--- config.mk ---
export PLATFORM = sky130hd
export DESIGN_NAME = alu8_bcd
export DESIGN_NICKNAME = d
export VERILOG_FILES = /design/src/rtl/alu8_pkg.sv /design/src/rtl/alu8_arith.sv /design/src/rtl/alu8_logic.sv /design/src/rtl/alu8_daa.sv /design/src/rtl/alu8_bcd.sv
export SDC_FILE = /design/constraint.sdc
export NUM_CORES = 1
export LEC_CHECK = 0
export BUFFER_PORTS_ARGS = -buffer_cell sky130_fd_sc_hd__clkbuf_2
export CORE_ASPECT_RATIO = 0.75
export CORE_UTILIZATION = 55
export DETAILED_ROUTE_END_ITERATION = 8
export PLACE_DENSITY = 0.78
export SLEW_MARGIN = 15
export SYNTH_ARGS = -nofsm -noshare
export SYNTH_HDL_FRONTEND = slang
export SYNTH_SLANG_ARGS = --single-unit
--- constraint.sdc ---
create_clock -name vclk -period 4.3
set_input_delay 0.215 -clock vclk [all_inputs]
set_output_delay 0.215 -clock vclk [all_outputs]
set_load 0.03 [all_outputs]
--- src/rtl/alu8_pkg.sv ---
package alu8_pkg;
  typedef enum logic [2:0] {
    OP_ADD = 3'd0,
    OP_ADC = 3'd1,
    OP_SUB = 3'd2,
    OP_SBC = 3'd3,
    OP_AND = 3'd4,
    OP_XOR = 3'd5,
    OP_OR  = 3'd6,
    OP_CMP = 3'd7
  } alu_op_e;

  typedef struct packed {
    logic z;
    logic n;
    logic h;
    logic c;
  } flags_t;
endpackage

--- src/rtl/alu8_arith.sv ---
module alu8_arith #(
  parameter int W = 8
) (
  input  logic [W-1:0] a_i,
  input  logic [W-1:0] b_i,
  input  logic         cin_i,
  input  logic         sub_i,
  output logic [W-1:0] res_o,
  output logic         carry_o,
  output logic         half_o
);
  localparam int NB = W / 2;
  localparam int WW = W + 1;
  localparam int NW = NB + 1;

  logic [W:0]  wide;
  logic [NB:0] nib;

  always_comb begin
    if (sub_i) begin
      wide = {1'b0, a_i} - {1'b0, b_i} - WW'(cin_i);
      nib  = {1'b0, a_i[NB-1:0]} - {1'b0, b_i[NB-1:0]} - NW'(cin_i);
    end else begin
      wide = {1'b0, a_i} + {1'b0, b_i} + WW'(cin_i);
      nib  = {1'b0, a_i[NB-1:0]} + {1'b0, b_i[NB-1:0]} + NW'(cin_i);
    end
  end

  assign res_o   = wide[W-1:0];
  assign carry_o = wide[W];
  assign half_o  = nib[NB];
endmodule

--- src/rtl/alu8_logic.sv ---
module alu8_logic #(
  parameter int W = 8
) (
  input  logic [W-1:0] a_i,
  input  logic [W-1:0] b_i,
  input  logic [1:0]   sel_i,
  output logic [W-1:0] res_o
);
  always_comb begin
    unique case (sel_i)
      2'd0:    res_o = a_i & b_i;
      2'd1:    res_o = a_i ^ b_i;
      2'd2:    res_o = a_i | b_i;
      default: res_o = a_i & b_i;
    endcase
  end
endmodule

--- src/rtl/alu8_daa.sv ---
module alu8_daa #(
  parameter int W = 8
) (
  input  logic [W-1:0] a_i,
  input  logic         n_i,
  input  logic         h_i,
  input  logic         c_i,
  output logic [W-1:0] res_o,
  output logic         c_o
);
  localparam int NB = W / 2;
  localparam int WW = W + 1;
  localparam logic [W:0] LO_ADJ = WW'(6);
  localparam logic [W:0] HI_ADJ = LO_ADJ << NB;

  logic [W:0] stage1;
  logic [W:0] stage2;

  always_comb begin
    c_o = c_i;
    if (!n_i) begin
      stage1 = {1'b0, a_i};
      if (h_i || (a_i[NB-1:0] > 4'd9)) stage1 = stage1 + LO_ADJ;
      stage2 = stage1;
      if (c_i || (stage1[W:NB] > 5'd9)) begin
        stage2 = stage1 + HI_ADJ;
        c_o    = 1'b1;
      end
    end else begin
      stage1 = {1'b0, a_i} - (h_i ? LO_ADJ : '0);
      stage2 = stage1 - (c_i ? HI_ADJ : '0);
    end
  end

  assign res_o = stage2[W-1:0];
endmodule

--- src/rtl/alu8_bcd.sv ---
module alu8_bcd #(
  parameter int DATA_W = 8
) (
  input  logic [DATA_W-1:0] acc_i,
  input  logic [DATA_W-1:0] opnd_i,
  input  logic [2:0]        op_i,
  input  logic              daa_i,
  input  logic [3:0]        flags_i,
  output logic [DATA_W-1:0] result_o,
  output logic [3:0]        flags_o,
  output logic [7:0]        flag_byte_o,
  output logic              acc_we_o
);
  import alu8_pkg::*;

  alu_op_e op;
  flags_t  fin;
  flags_t  fout;

  assign op  = alu_op_e'(op_i);
  assign fin = flags_t'(flags_i);

  logic              use_cin;
  logic              is_sub;
  logic [DATA_W-1:0] ar_res;
  logic              ar_carry;
  logic              ar_half;
  logic [DATA_W-1:0] lg_res;
  logic [DATA_W-1:0] dj_res;
  logic              dj_c;

  assign use_cin = fin.c && ((op == OP_ADC) || (op == OP_SBC));
  assign is_sub  = (op == OP_SUB) || (op == OP_SBC) || (op == OP_CMP);

  alu8_arith #(.W(DATA_W)) u_arith (
    .a_i     (acc_i),
    .b_i     (opnd_i),
    .cin_i   (use_cin),
    .sub_i   (is_sub),
    .res_o   (ar_res),
    .carry_o (ar_carry),
    .half_o  (ar_half)
  );

  alu8_logic #(.W(DATA_W)) u_logic (
    .a_i   (acc_i),
    .b_i   (opnd_i),
    .sel_i (op_i[1:0]),
    .res_o (lg_res)
  );

  alu8_daa #(.W(DATA_W)) u_daa (
    .a_i   (acc_i),
    .n_i   (fin.n),
    .h_i   (fin.h),
    .c_i   (fin.c),
    .res_o (dj_res),
    .c_o   (dj_c)
  );

  always_comb begin
    result_o = ar_res;
    fout     = '0;
    acc_we_o = 1'b1;
    if (daa_i) begin
      result_o = dj_res;
      fout.n   = fin.n;
      fout.h   = 1'b0;
      fout.c   = dj_c;
    end else begin
      unique case (op)
        OP_ADD, OP_ADC, OP_SUB, OP_SBC, OP_CMP: begin
          result_o = ar_res;
          fout.n   = is_sub;
          fout.h   = ar_half;
          fout.c   = ar_carry;
          acc_we_o = (op != OP_CMP);
        end
        default: begin
          result_o = lg_res;
          fout.h   = (op == OP_AND);
        end
      endcase
    end
    fout.z = (result_o == '0);
  end

  assign flags_o     = fout;
  assign flag_byte_o = {fout, 4'b0000};

  // Guards on the output select
  always_comb begin
    assert_zero_flag_R7: assert (flags_o[3] == (result_o == '0))
      else $error("Z flag disagrees with result");
    assert_logic_nc_R5: assert (daa_i || !op_i[2] || (op_i == 3'd7) ||
                                (!flags_o[2] && !flags_o[0]))
      else $error("logic op left N or C set");
    assert_sub_sets_n_R4: assert (daa_i || !is_sub || flags_o[2])
      else $error("subtracting op without N");
    assert_daa_writes_R10: assert (!daa_i || (acc_we_o && !flags_o[1]))
      else $error("decimal adjust did not write or left H");
    assert_cmp_no_write_R6: assert (daa_i || (op_i != 3'd7) || !acc_we_o)
      else $error("compare wrote accumulator");
    assert_zin_ignored_R7: assert (!(daa_i && fin.z && (result_o != '0)) || !flags_o[3])
      else $error("incoming Z leaked");
  end
endmodule

# [After elaboration in Yosys (flattened, before gate mapping)]
# Index checks and enable logic that the tools add are counted.
[word_totals] romBits=0 mem_bits_rw=0 ff_bits=0 word_cells=53 latch_bits=0 n_memories=0
[op_classes] magnitude_cmp=2 n_div=0 muxes=19 mul=0 n_bitwise=3 addsub=12 n_shift=0 n_eq_ne=8 reduce_logical=9
[ops] op="$mux W8" count=4
[ops] op="$mux W9" count=3
[ops] op="$pmux W8 S2" count=1
[ops] op="$sub A8 B8 Y8" count=2
[ops] op="$add A8 B3 Y9 const B" count=1
[ops] op="$add A8 B8 Y9" count=1
[ops] op="$add A9 B1 Y9" count=1
[ops] op="$sub A8 B8 Y9" count=1
[ops] op="$sub A9 B1 Y9" count=1
[ops] op="$add A8 B7 Y8 const B" count=1
[ops] op="$and A8 B8 Y8" count=1
[ops] op="$logic_not A8 Y1" count=1
[ops] op="$or A8 B8 Y8" count=1
[ops] op="$xor A8 B8 Y8" count=1
[ops] op="$mux W1" count=7
[ops] op="$mux W7" count=1
[ops] op="$eq A3 B2 Y1 const B" count=2
[ops] op="$eq A3 B3 Y1 const B" count=2
[ops] op="$mux W3" count=2
[ops] op="$add A4 B4 Y5" count=1
[ops] op="$add A5 B1 Y5" count=1
[ops] op="$gt A5 B4 Y1 const B" count=1
[ops] op="$logic_or A1 B1 Y1" count=5
[ops] op="$mux W5" count=1
[ops] op="other kinds (10)" count=10

# [Depth between registers and ports, before layout]
[depth] depth_word=10 depth_mapped=17 mapped_depth_nobuf=15

# [Modules after synthesis]
# Synthesis repeated with hierarchy kept, for this count alone.
[unflattened] cells_unflattened=370 hier_area_um2=2702.6
[modules_own_cells] mod="alu8_arith" area_per_inst_um2=953.4 instances=1 cells_per_inst=123
[modules_own_cells] mod="alu8_daa" area_per_inst_um2=810.8 instances=1 cells_per_inst=111
[modules_own_cells] mod="alu8_logic" area_per_inst_um2=481.7 instances=1 cells_per_inst=70
[modules_own_cells] mod="alu8_bcd" area_per_inst_um2=456.7 instances=1 cells_per_inst=66

# [Worst setup path after synthesis]
# OpenSTA, ideal clock, no wires.
[synth_timing] path_kind="input port to output port" from="in op_i[1]" to="out flags_o[3]" t_arrival_ns=3.773 path_stages=15 n_path_buf=2 setup_slack_ns=0.312 cell_sequence="inv_1 -> ha_1 -> clkbuf_1 -> o211ai_1 -> fa_1 -> fa_1 -> nor2b_1 -> o21a_1 -> o211ai_1 -> nand2_1 -> nor2_1 -> a211oi_1 -> a32oi_1 -> nor4_2 -> buf_4"
[synth_between] elab_chain_len=8 word_cells_on_any_way=19 classes_between="2 x add/sub; 6 x eq/ne; 4 x mux; 7 x reduce/logical"
[synth_lines] item="from (decl)" line="alu8_bcd.sv:6" source="input logic [2:0] op_i,"
[synth_lines] item="$eq A3 B1 Y1 or $eq A3 B2 Y1 (tied branches)" line="alu8_bcd.sv:32, alu8_bcd.sv:71, alu8_bcd.sv:33"
[synth_lines] item="$logic_or A1 B1 Y1" line="alu8_bcd.sv:32" source="assign use_cin = fin.c && ((op == OP_ADC) || (op == OP_SBC));"
[synth_lines] item="$logic_and A1 B1 Y1" line="alu8_bcd.sv:32"
[synth_lines] item="$add A9 B1 Y9 or $sub A9 B1 Y9 (tied branches)" line="alu8_arith.sv:24, alu8_arith.sv:21"
[synth_lines] item="$mux W9" line="alu8_arith.sv:20" source="if (sub_i) begin"
[synth_lines] item="$mux W8 (*)" line="alu8_bcd.sv:71" source="unique case (op)"
[synth_lines] item="$mux W8 (*)" line="alu8_bcd.sv:65" source="if (daa_i) begin"
[synth_lines] item="named net result_o[6]" line="alu8_bcd.sv:9" source="output logic [DATA_W-1:0] result_o,"
[synth_lines] item="$logic_not A8 Y1 (*)" line="alu8_bcd.sv:85" source="fout.z = (result_o == '0);"
[synth_lines] item="to (decl)" line="alu8_bcd.sv:10" source="output logic [3:0] flags_o,"
# Mark *: on every way through the listed nets, which the timed path passes. The rest lies on a longest branch.

# [Final worst setup path]
[layout_timing] from="in op_i[0]" to="out flags_o[3]"
[layout_between] elab_chain_len=8 word_cells_on_any_way=19 classes_between="2 x add/sub; 6 x eq/ne; 4 x mux; 7 x reduce/logical"
[layout_lines] item="$eq A3 B1 Y1 or $eq A3 B2 Y1 (tied branches)" line="alu8_bcd.sv:32, alu8_bcd.sv:71, alu8_bcd.sv:33"
[layout_lines] item="$logic_or A1 B1 Y1" line="alu8_bcd.sv:32"
[layout_lines] item="$logic_and A1 B1 Y1" line="alu8_bcd.sv:32"
[layout_lines] item="$add A9 B1 Y9 or $sub A9 B1 Y9 (tied branches)" line="alu8_arith.sv:24, alu8_arith.sv:21"
[layout_lines] item="$mux W9" line="alu8_arith.sv:20"
[layout_lines] item="$mux W8 (*)" line="alu8_bcd.sv:71"
[layout_lines] item="$mux W8 (*)" line="alu8_bcd.sv:65"
[layout_lines] item="$logic_not A8 Y1 (*)" line="alu8_bcd.sv:85"
# Every way passes the cells marked *; elsewhere a longest branch is shown, timed or not.

==> reports/metrics.cfg <==
[status]
status = finished clean

[grt]
use_met3_pct = 0
use_met1_pct = 42.6
grt_pass1_vias = 1993
use_met2_pct = 42.2
antenna_found_initial = 0
grt_max_degree = 17
top_usage_layer = met1
gr-total-overflow = 0
gr-usage-all-layers_pct = 26.8
grt_pass1_wl_um = 9030

[yosys]
synth_mux_area_share_pct = 1.82
ys_types = 51
synth_compound_area_share_pct = 31.0
synth_adder_area_share_pct = 31.4
synth.avg_cell_area_um2 = 7.26
synth_top_family_by_area = adder cells
synth_area_um2 = 2210
synth-simple-area-share_pct = 16.0
synth_seq_area_share_pct = 0
synth_xor_area_share_pct = 8.74
ys_warn_count = 0
synth_cells = 304

[final_layout]
final_layout_size_suffix_gt1_share_pct = 15.1
fillCellCount = 370
multi_input_area_um2 = 1980
layout_common_cells = 49 x ha_1, 40 x clkbuf_2, 38 x inv_1
n_sequential_cell = 0
layout_commonest_cell = ha_1
syn2layout_area_growth_pct = 8.62
n_antenna_cell = 0
clockBufferCount = 0
fin_nets = 411
seq_area_um2 = 0

[die]
dieArea_um2 = 4270
pin_count = 45
die_w_um = 75.1
die-height_um = 56.8
start_util_pct = 58.7
rows = 19
core_um2 = 3760

[timing]
max_freq_mhz = 270
worst_slew_pin_slew_ps = 807
min_period_ps = 3700
fin_crit_sh_pct = 86.0
final_hold_viol_count = 0
rsz0062_at_grt = false
maxSlewViolCount = 0
slew_headroom_pct = 46.0
fin_setup_tns_ps = 0
finalSetupViolations = 0

[place]
dp_hpwl_um = 4480
port_buffers = 40
gp_congestion = 0.915

[drt]
drc_errors = 0
avgRoutedWirePerCell_um = 14.5
detail_route.iter0.violations = 164
via_count = 2225
via_per_inst = 5.79
ant_nets = 0
drt-total-wl_um = 5550
detail_route.first_pass.iterations = 4

[setup_path]
startpoint = op_i[0]
arrival_ps = 3480
crit_family = compound AO/OA/AOI/OAI gates
path_class = primary input to primary output
crit_chain = clkbuf_2 > ha_1 > o211ai_1 > fa_1 > inv_1 > ha_1 > o21ai_0 > a311oi_1 > xnor2_1 > o21ai_0 > a211oi_1 > a211oi_1 > nor4_2 > clkbuf_2
worstSetupPathDepth = 14
critical_path_buf_inv_count = 3
start_kind = primary input
worst_path_largest_cell_delay_ps = 490
crit_path_end_kind = primary output
cp_max_fo = 5
endpoint = flags_o[3]
crit_required_ps = 4090
cpMaxStageDelayCell = fa_1

[clock_network]
postCtsSetupRepairBufs = 0
cts_hold_buffers = 0
cts.repair.resized = 0

[power]
pwr_density_cell_nw_per_um2 = 155
power_uw = 372
p_leak_uw = 0.00118
peakVddDrop_uv = 76.8

[worst_hold_path]
hold_class = primary input to primary output

[job]
timing.max_cap.violations = 0

[cells in the mapped netlist, types with 2 or more instances]
cell / count / area (um2)
a211oi_1: 10 / 75.1
buf_4: 9 / 67.6
nand2_1: 14 / 52.6
xor2_1: 9 / 78.8
nor2_1: 27 / 101
a31oi_1: 2 / 12.5
a2111oi_0: 2 / 17.5
ha_1: 49 / 613
o211ai_1: 5 / 37.5
nand2b_1: 3 / 18.8
fa_1: 4 / 80.1
a221oi_1: 2 / 17.5
o21ai_0: 21 / 105
nor3_1: 10 / 50.1
o31a_1: 2 / 17.5
mux2i_1: 4 / 40.0
a2bb2oi_1: 7 / 61.3
a21oi_1: 16 / 80.1
xnor2_1: 13 / 114
or3_1: 4 / 25.0
inv_1: 38 / 143
o21a_1: 6 / 45.0
a21o_1: 3 / 22.5
o22ai_1: 2 / 12.5
clkbuf_1: 7 / 26.3
o21bai_1: 2 / 15.0
nor2b_1: 4 / 25.0
nand3_1: 6 / 30.0
[through the flow]
stage	utilization [%]	instances	area, um2	hold WS (ps)	worst slack [ps]
2_1_floorplan	-	307	2220	655	312
3_5_place_dp	63.8	384	2400	832	701
3_3_place_gp	63.8	384	2400	816	715
6_report	63.8	384	2400	836	602
5_1_grt	63.8	384	2400	865	439
4_1_cts	63.8	384	2400	834	678
[area by class of cell]
| type | count | share of cell area (%) |
|---|---|---|
| Multi-Input combinational cell | 252 | 82.5 |
| Timing Repair Buffer | 41 | 8.67 |
| Inverter | 39 | 6.11 |
| Tap cell | 52 | 2.72 |
[kinds of logic after synthesis]
| logic type | Yosys count |
|---|---|
| xor+xnor | 22 |
| compound gates | 95 |
| fa+ha+maj | 53 |
| other cells | 1 |
| mux | 4 |
| simple gates | 74 |
| buf+inv | 55 |
[worst min-delay path, delay by kind of cell]
family / cells / cell delay (ps)
and+or+nand+nor: 1 / 80
buffers and inverters: 2 / 320
[worst min-delay path by stage]
stage,start,endpoint,cells past startpoint
after floorplan,op_i[2],acc_we_o,1
after CTS,op_i[2],acc_we_o,3
after detailed placement,op_i[2],acc_we_o,3
final,op_i[2],acc_we_o,3
after global routing,op_i[2],acc_we_o,3
after global placement,op_i[2],acc_we_o,3
[report_power, final]
part	internal [uW]	switching (uW)	total, uW
combinational	139	233	372
sequential	0	0	0
clock	0	0	0
[routing by layer]
metal	wire [um]	vias up
li1	-	1137
met1	2880	1004
met2	2320	84
met3	362	0
met4	0	0
met5	0	-
(Power assumes the default switching activity.)
